--- src/rtl/irq_pkg.sv ---
package irq_pkg;
  localparam int unsigned LVL_W = 3;
  typedef logic [LVL_W-1:0] lvl_t;
  localparam lvl_t LVL_OFF = '0;
endpackage

--- src/rtl/irq_src_slot.sv ---
module irq_src_slot
  import irq_pkg::*;
(
  input  logic clk_i,
  input  logic rst_ni,
  input  logic hw_set_i,
  input  logic sw_we_i,
  input  logic sw_req_i,
  input  lvl_t sw_lvl_i,
  input  logic ack_clr_i,
  output logic pend_o,
  output lvl_t lvl_o
);

  logic clr;
  assign clr = (sw_we_i && !sw_req_i) || ack_clr_i;

  always_ff @(posedge clk_i or negedge rst_ni) begin
    if (!rst_ni) begin
      pend_o <= 1'b0;
    end else if (hw_set_i) begin
      pend_o <= 1'b1;           // set beats any clear
    end else if (clr) begin
      pend_o <= 1'b0;
    end
  end

  always_ff @(posedge clk_i or negedge rst_ni) begin
    if (!rst_ni)      lvl_o <= LVL_OFF;
    else if (sw_we_i) lvl_o <= sw_lvl_i;
  end

  p_set_wins_r8: assert property (@(posedge clk_i) disable iff (!rst_ni)
    hw_set_i |=> pend_o);
  p_no_sw_set_r4: assert property (@(posedge clk_i) disable iff (!rst_ni)
    $rose(pend_o) |-> $past(hw_set_i));
  p_sw_clear_r4: assert property (@(posedge clk_i) disable iff (!rst_ni)
    (sw_we_i && !sw_req_i && !hw_set_i) |=> !pend_o);
  p_lvl_hold_r10: assert property (@(posedge clk_i) disable iff (!rst_ni)
    !sw_we_i |=> $stable(lvl_o));

endmodule

--- src/rtl/irq_pick.sv ---
module irq_pick
  import irq_pkg::*;
#(
  parameter int unsigned N_SRC = 8,
  localparam int unsigned IDX_W = (N_SRC > 1) ? $clog2(N_SRC) : 1
) (
  input  logic [N_SRC-1:0]       pend_i,
  input  lvl_t [N_SRC-1:0]       lvl_i,
  input  logic                   ien_i,
  input  lvl_t                   ipl_i,
  output logic                   hit_o,
  output logic [IDX_W-1:0]       idx_o,
  output lvl_t                   lvl_o
);

  logic [N_SRC-1:0] elig;

  for (genvar g = 0; g < N_SRC; g++) begin : g_elig
    // strict compare also excludes level 0
    assign elig[g] = pend_i[g] && ien_i && (lvl_i[g] > ipl_i);
  end

  // ascending scan, strict '>' keeps the lowest index on ties
  always_comb begin
    hit_o = 1'b0;
    idx_o = '0;
    lvl_o = LVL_OFF;
    for (int i = 0; i < N_SRC; i++) begin
      if (elig[i] && (!hit_o || (lvl_i[i] > lvl_o))) begin
        hit_o = 1'b1;
        idx_o = IDX_W'(i);
        lvl_o = lvl_i[i];
      end
    end
  end

endmodule

--- src/rtl/irq_prio_ctrl.sv ---
module irq_prio_ctrl
  import irq_pkg::*;
#(
  parameter int unsigned N_SRC = 8,
  localparam int unsigned IDX_W = (N_SRC > 1) ? $clog2(N_SRC) : 1
) (
  input  logic             clk_i,
  input  logic             rst_ni,
  input  logic [N_SRC-1:0] req_pulse_i,
  input  logic             wr_en_i,
  input  logic [IDX_W-1:0] wr_idx_i,
  input  logic             wr_req_i,
  input  logic [LVL_W-1:0] wr_lvl_i,
  input  logic             ien_i,
  input  logic [LVL_W-1:0] ipl_i,
  input  logic             ack_i,
  output logic [N_SRC-1:0] req_pend_o,
  output logic             irq_valid_o,
  output logic [IDX_W-1:0] irq_idx_o,
  output logic [LVL_W-1:0] irq_lvl_o,
  output logic             ack_valid_o,
  output logic [IDX_W-1:0] ack_idx_o,
  output logic [LVL_W-1:0] ack_lvl_o
);

  lvl_t [N_SRC-1:0] lvl;
  logic [N_SRC-1:0] pend;
  logic             pick_hit;
  logic [IDX_W-1:0] pick_idx;
  lvl_t             pick_lvl;
  logic             ack_take;

  assign ack_take   = ack_i && irq_valid_o;
  assign req_pend_o = pend;

  for (genvar g = 0; g < N_SRC; g++) begin : g_src
    logic we, clr;
    assign we  = wr_en_i && (wr_idx_i == IDX_W'(g));
    assign clr = ack_take && (irq_idx_o == IDX_W'(g));

    irq_src_slot u_slot (
      .clk_i     (clk_i),
      .rst_ni    (rst_ni),
      .hw_set_i  (req_pulse_i[g]),
      .sw_we_i   (we),
      .sw_req_i  (wr_req_i),
      .sw_lvl_i  (wr_lvl_i),
      .ack_clr_i (clr),
      .pend_o    (pend[g]),
      .lvl_o     (lvl[g])
    );
  end

  irq_pick #(.N_SRC(N_SRC)) u_pick (
    .pend_i (pend),
    .lvl_i  (lvl),
    .ien_i  (ien_i),
    .ipl_i  (ipl_i),
    .hit_o  (pick_hit),
    .idx_o  (pick_idx),
    .lvl_o  (pick_lvl)
  );

  always_ff @(posedge clk_i or negedge rst_ni) begin
    if (!rst_ni) begin
      irq_valid_o <= 1'b0;
      irq_idx_o   <= '0;
      irq_lvl_o   <= '0;
    end else begin
      // drop valid for one cycle after an accept: no double acknowledge
      irq_valid_o <= pick_hit && !ack_take;
      irq_idx_o   <= pick_idx;
      irq_lvl_o   <= pick_lvl;
    end
  end

  always_ff @(posedge clk_i or negedge rst_ni) begin
    if (!rst_ni) begin
      ack_valid_o <= 1'b0;
      ack_idx_o   <= '0;
      ack_lvl_o   <= '0;
    end else begin
      ack_valid_o <= ack_take;
      if (ack_take) begin
        ack_idx_o <= irq_idx_o;
        ack_lvl_o <= irq_lvl_o;
      end
    end
  end

  p_ien_gate_r2: assert property (@(posedge clk_i) disable iff (!rst_ni)
    irq_valid_o |-> $past(ien_i));
  p_strict_above_r5: assert property (@(posedge clk_i) disable iff (!rst_ni)
    irq_valid_o |-> (irq_lvl_o > $past(ipl_i)));
  p_lvl_nonzero_r1: assert property (@(posedge clk_i) disable iff (!rst_ni)
    irq_valid_o |-> (irq_lvl_o != '0));
  p_ack_pulse_r9: assert property (@(posedge clk_i) disable iff (!rst_ni)
    ack_valid_o |=> !ack_valid_o);
  p_ack_drops_valid_r9: assert property (@(posedge clk_i) disable iff (!rst_ni)
    ack_valid_o |-> !irq_valid_o);
  p_ack_source_r9: assert property (@(posedge clk_i) disable iff (!rst_ni)
    ack_valid_o |-> ($past(ack_i) && $past(irq_valid_o)));
  p_ack_echo_r9: assert property (@(posedge clk_i) disable iff (!rst_ni)
    ack_valid_o |-> (ack_idx_o == $past(irq_idx_o) && ack_lvl_o == $past(irq_lvl_o)));

endmodule

--- config.mk ---
export PLATFORM = sky130hd
export DESIGN_NAME = irq_prio_ctrl
export DESIGN_NICKNAME = d
export VERILOG_FILES = /design/src/rtl/irq_pkg.sv /design/src/rtl/irq_src_slot.sv /design/src/rtl/irq_pick.sv /design/src/rtl/irq_prio_ctrl.sv
export SDC_FILE = /design/constraint.sdc
export NUM_CORES = 1
export LEC_CHECK = 0
export BUFFER_PORTS_ARGS = -buffer_cell sky130_fd_sc_hd__buf_2
export CAP_MARGIN = 10
export CORE_ASPECT_RATIO = 1.5
export CORE_UTILIZATION = 58
export CTS_BUF_LIST = sky130_fd_sc_hd__clkbuf_4 sky130_fd_sc_hd__clkbuf_8
export DETAILED_ROUTE_END_ITERATION = 16
export PLACE_DENSITY = 0.8
export SLEW_MARGIN = 0
export SYNTH_ARGS = -nofsm -noshare
export SYNTH_HDL_FRONTEND = slang
export SYNTH_SLANG_ARGS = --single-unit
--- constraint.sdc ---
create_clock -name clk_i -period 23.6 [get_ports clk_i]
set_input_delay 1.18 -clock clk_i [delete_from_list [all_inputs] [get_ports clk_i]]
set_output_delay 1.18 -clock clk_i [all_outputs]
set_load 0.01 [all_outputs]
; Yosys cells after proc, flatten, opt, wreduce, memory -nomap -nowiden
; Cells that the tools add are included.
; W data, S select, Z words.
[word_totals]
regBits = 46
input_bits = 23
word_cells = 173
[classes]
magnitude_cmp = 15
n_eq_ne = 14
mux = 39
n_reduce_logical = 83
[op_table]
columns = cell, n
row1 = $logic_and A1 B1 Y1, 49
row2 = $gt A3 B3 Y1, 15
row3 = $mux W3, 12
row4 = $mux W1, 25
row5 = $eq A3 B3 Y1 const B, 8
row6 = $reduce_bool A2 Y1, 8
row7 = $logic_or A1 B1 Y1, 15
row8 = $eq A3 B2 Y1 const B, 4
row9 = $logic_not A1 Y1, 9
row10 = $eq A3 B1 Y1 const B, 2
row11 = $logic_not A3 Y1, 2
row12 = $mux W2, 2

; Depth between registers and ports, before layout
[depth]
word_depth = 32
mapped_depth = 62
depth_no_buf = 60

; Modules after synthesis
; From an unflattened synthesis, not the netlist that was laid out.
[hier_totals]
cells_unflattened = 334
area_unflattened_um2 = 3389.5
[modules_own_cells]
columns = mod, instances, cells_each, area_each_um2
row1 = irq_pick, 1, 205, 1594.0
row2 = irq_src_slot, 8, 10, 152.6
row3 = irq_prio_ctrl, 1, 49, 574.3

; Worst setup path before layout
; No wires, ideal clock.
[synth_path]
kind = input -> register
start = input port ipl_i[1]
end = register irq_lvl_o[0]
setup_time_ns = 0.142
arrival_time_ns = 10.871
required_time_ns = 23.458
setup_slack_ns = 12.587
path_stages = 59
n_path_buf = 2
cell_sequence = inv_1 -> ha_1 -> nor2b_4 -> o311ai_4 -> nor2_1 -> nand2_1 -> ha_1 -> nor2b_1 -> o21ai_1 -> a32oi_1 -> o31a_2 -> a22oi_1 -> ha_1 -> nor2b_1 -> o21a_1 -> o21ai_4 -> a21oi_4 -> nor2b_1 -> [... 23 more ...] -> a21boi_1 -> ha_1 -> nor2b_1 -> o21ai_0 -> nand2b_1 -> and3_1 -> a31o_2 -> buf_4 -> a21oi_1 -> a22o_1 -> ha_1 -> a21o_1 -> a21oi_1 -> a311oi_1 -> a21oi_1 -> nand2_1 -> o22ai_1 -> a31oi_1
[synth_between]
elab_chain_cells = 31
word_cells_on_any_way = 59
cone_classes = order compare: 15 / mux: 15 / reduce/logical: 29
[synth_lines]
columns = item, line_no
row1 = "start, declared", irq_prio_ctrl.sv:15  ; input logic [LVL_W-1:0] ipl_i,
row2 = $gt A3 B3 Y1, irq_pick.sv:20  ; assign elig[g] = pend_i[g] && ien_i && (lvl_i[g] > ipl_i);
row3 = $logic_and A1 B1 Y1, irq_pick.sv:20
row4 = $mux W3 or $mux W1 (tied branches), irq_pick.sv:29  ; if (elig[i] && (!hit_o || (lvl_i[i] > lvl_o))) begin
row5 = $gt A3 B3 Y1 or $logic_not A1 Y1 (tied branches), irq_pick.sv:29
row6 = $logic_or A1 B1 Y1, irq_pick.sv:29
row7 = $logic_and A1 B1 Y1, irq_pick.sv:29
row8 = $mux W3 or $mux W1 (tied branches), irq_pick.sv:29
row9 = $gt A3 B3 Y1 or $logic_not A1 Y1 (tied branches), irq_pick.sv:29
row10 = [... 16 more ...], n/a
row11 = $logic_or A1 B1 Y1, irq_pick.sv:29
row12 = $logic_and A1 B1 Y1, irq_pick.sv:29
row13 = $mux W3 or $mux W1 (tied branches), irq_pick.sv:29
row14 = $gt A3 B3 Y1 or $logic_not A1 Y1 (tied branches), irq_pick.sv:29
row15 = $logic_or A1 B1 Y1, irq_pick.sv:29
row16 = $logic_and A1 B1 Y1, irq_pick.sv:29
row17 = $mux W3 *, irq_pick.sv:29
row18 = via pick_lvl[0], irq_prio_ctrl.sv:30  ; lvl_t pick_lvl;
row19 = "end signal, assigned", irq_prio_ctrl.sv:73  ; irq_lvl_o <= pick_lvl;
row20 = "end, declared", irq_prio_ctrl.sv:20  ; output logic [LVL_W-1:0] irq_lvl_o,
; The timed path passes the listed nets; every way through them passes the cells marked *.
; A chain may end at the register's enable or synchronous reset.

; Worst setup path in the final report
; Ends and elaborated chain as after synthesis.

==> out/qor.yml <==
worst_hold_path:
  min_path_type: "flip-flop to flip-flop"
pwr:
  pwr_density_cell_nw_per_um2: 103
  p_total_uw: 387
  max-vdd-ir-drop_mv: 0.0493
  p_leak_uw: 0.00171
worst_setup_path:
  crit_fanout: 12
  r2r_slack_ns: 11.99
  path_class: "input port to flip-flop"
  cp_slowest_cell: "o21ai_1"
  critical_path_required_ns: 23.75
  cp.arrival_ns: 12.60
  startpoint_type: "input port"
  max_stage_delay_ns: 0.59
  end_kind: "flip-flop"
  cp_common_cell: "ha_1"
cells_and_area:
  layout.nets: 445
  multiInputGateArea_um2: 2110
  drive_above_1_share_pct: 28.0
  syn_to_final_growth_pct: 10.2
  seq_area_um2: 1150
  diodes: 0
  fin_util_pct: 67.6
  stdcell_count: 448
  num-fill-cells: 471
logic_synthesis:
  syn-num-nets: 404
  synth_top_area_cell: "dfrtp_1"
  yosysWarnings: 0
  synthFlopType: "dfrtp_1"
  ys_types: 53
  synth_cells: 336
  syn-cell-area_um2: 3420
  yosys.area.top_type_share_pct: 33.7
  synth_edf_count: 0
  synth_seq_cells: 46
  async_reset_ff_share_pct: 100
  seq_area_frac_synth_pct: 33.7
  yosys-top-cells-count: "46 x dfrtp_1, 45 x ha_1, 25 x mux2_2"
  avgSynthCellArea_um2: 10.2
  synthMostInstantiatedCell: "dfrtp_1"
  synthTopCellsByArea: "dfrtp_1 34%, ha_1 16%, mux2_2 8.2%"
cts:
  clock_path_buffers: 2
  cts_inserted_buffers: 5
  postCtsSetupBuffers: 0
  htreeDepth: 2
  post_cts_resized: 0
  cts_hold_buf: 0
  clock_sinks: 46
  clk_latency_ns: 0.30
  clock-root-buffer: "clkbuf_8"
  cts_tree: "built"
  clkTransAtPathRegs_ns: 0.09
route:
  wl_per_cell_um: 19.1
  vias: 2798
  firstDrtPassIters: 5
  drc: 0
  routed_wl_um: 8540
  drt_iter0_markers: 164
  ant_nets: 0
  viasPerCell: 6.25
sta:
  max_clock_freq_mhz: 80.3
  fin_crit_sh_pct: 52.7
  slew_viol_final: 0
  setup_viol: 0
  tns_ns: 0
  relSlewSlack_pct: 35.6
  rsz0062_at_grt: "false"
  clock_skew_ns: 0.00784
  layout_min_cycle_time_ns: 12.45
  worstMarginPinSlew_ns: 0.963
  hold_violations: 0
floorplan:
  pin_count: 45
  die_height_um: 96.0
  die_w_um: 64.7
  initial_utilization_pct: 61.3
  dieArea_um2: 6210
  core_um2: 5570
  placementRows: 33
place:
  hpwlAfterDp_um: 6590
  placed_cells: 440
  io_buffers: 44
  place_congestion: 0.948
grt:
  grt_max_degree: 47
  grt_pass1_vias: 2866
  gr-total-overflow: 0
  grt_antenna_before_repair: 0
  grt_pass1_wl_um: 13400
  track_usage_pct: 29.4
job:
  maxCapViolations: 0
run_status:
  status: "complete, no violations"
==> sequential cells by signal, indices dropped and copies added (netlist names) <==
register	cells
g_src.u_slot.lvl_o	24
g_src.u_slot.pend_o	8
ack_idx_o	3
ack_lvl_o	3
irq_idx_o	3
irq_lvl_o	3
ack_valid_o	1
irq_valid_o	1
==> worst paths after layout <==
check	cells past startpoint	from	to
max reg2reg	57	g_src[0].u_slot.lvl_o[1]	irq_lvl_o[0]
min reg2reg	1	ack_idx_o[2]	ack_idx_o[2]
min in group asynchronous	2	rst_ni	ack_lvl_o[1]
min	1	ack_idx_o[2]	ack_idx_o[2]
max in group asynchronous	2	rst_ni	g_src[5].u_slot.lvl_o[0]
max	59	ipl_i[1]	irq_lvl_o[0]
==> final cells by class <==
type | count | area share, %
inverter | 21 | 2.09
timing repair buffer | 45 | 6.04
multi-input combinational | 258 | 56.0
clock inverter | 2 | 0.996
sequential | 46 | 30.5
tap | 70 | 2.32
clock buffer | 6 | 2.03
==> stage by stage <==
step	instance area [um^2]	setup WS [ns]	hold slack [ns]
detailed placement	3650	10.98	0.469
floorplan	3420	12.59	0.472
global placement	3650	11.27	0.461
global route	3770	10.30	0.528
CTS	3770	11.26	0.492
finish	3770	11.15	0.490
==> per-layer routing <==
metal / global-route usage (%) / vias to the layer above / share of wire (%)
li1: - / 1320 / -
met1: 30.8 / 1381 / 38
met2: 53.6 / 68 / 54
met3: 4.27 / 29 / 2.7
met4: 20.2 / 0 / 5.2
met5: 0 / - / 0
==> worst max-delay path, delay by kind of cell <==
| kind | cells | cell delay [ns] |
|---|---|---|
| AND/OR/NAND/NOR | 19 | 3.06 |
| adder cells (fa/ha/maj) | 8 | 2.23 |
| AO/OA/AOI/OAI | 30 | 5.70 |
| buffers and inverters | 2 | 0.42 |
==> where the power goes <==
| group | internal [uW] | switching, uW |
|---|---|---|
| sequential | 101 | 22.4 |
| clock | 32.8 | 27.2 |
| combinational | 94.6 | 109 |
==> logic make-up (layout without fill, tap and decap cells) <==
kind of cell	after synthesis	after routing	synth area share [%]
and+or+nand+nor	98	98	16.1
buffers and inverters	32	74	4.65
AOI/OAI and AO/OA	90	90	20.9
DFF	46	46	33.7
muxes	25	25	8.23
adders and majority gates	45	45	16.5
==> cells in the final DEF, fill, tap and decap left out, drive strengths merged, types with 5 or more instances in the layout <==
cell    instances
a31o            5
nor2b          17
dfrtp          46
buf            45
inv            21
nand3          11
ha             45
o21a            5
a31oi           9
a21oi          13
nand2          21
a21o            9
clkbuf          6
nor2           18
mux2           25
o21ai          18
nand2b          6
Power figures use the tool's default switching activity.
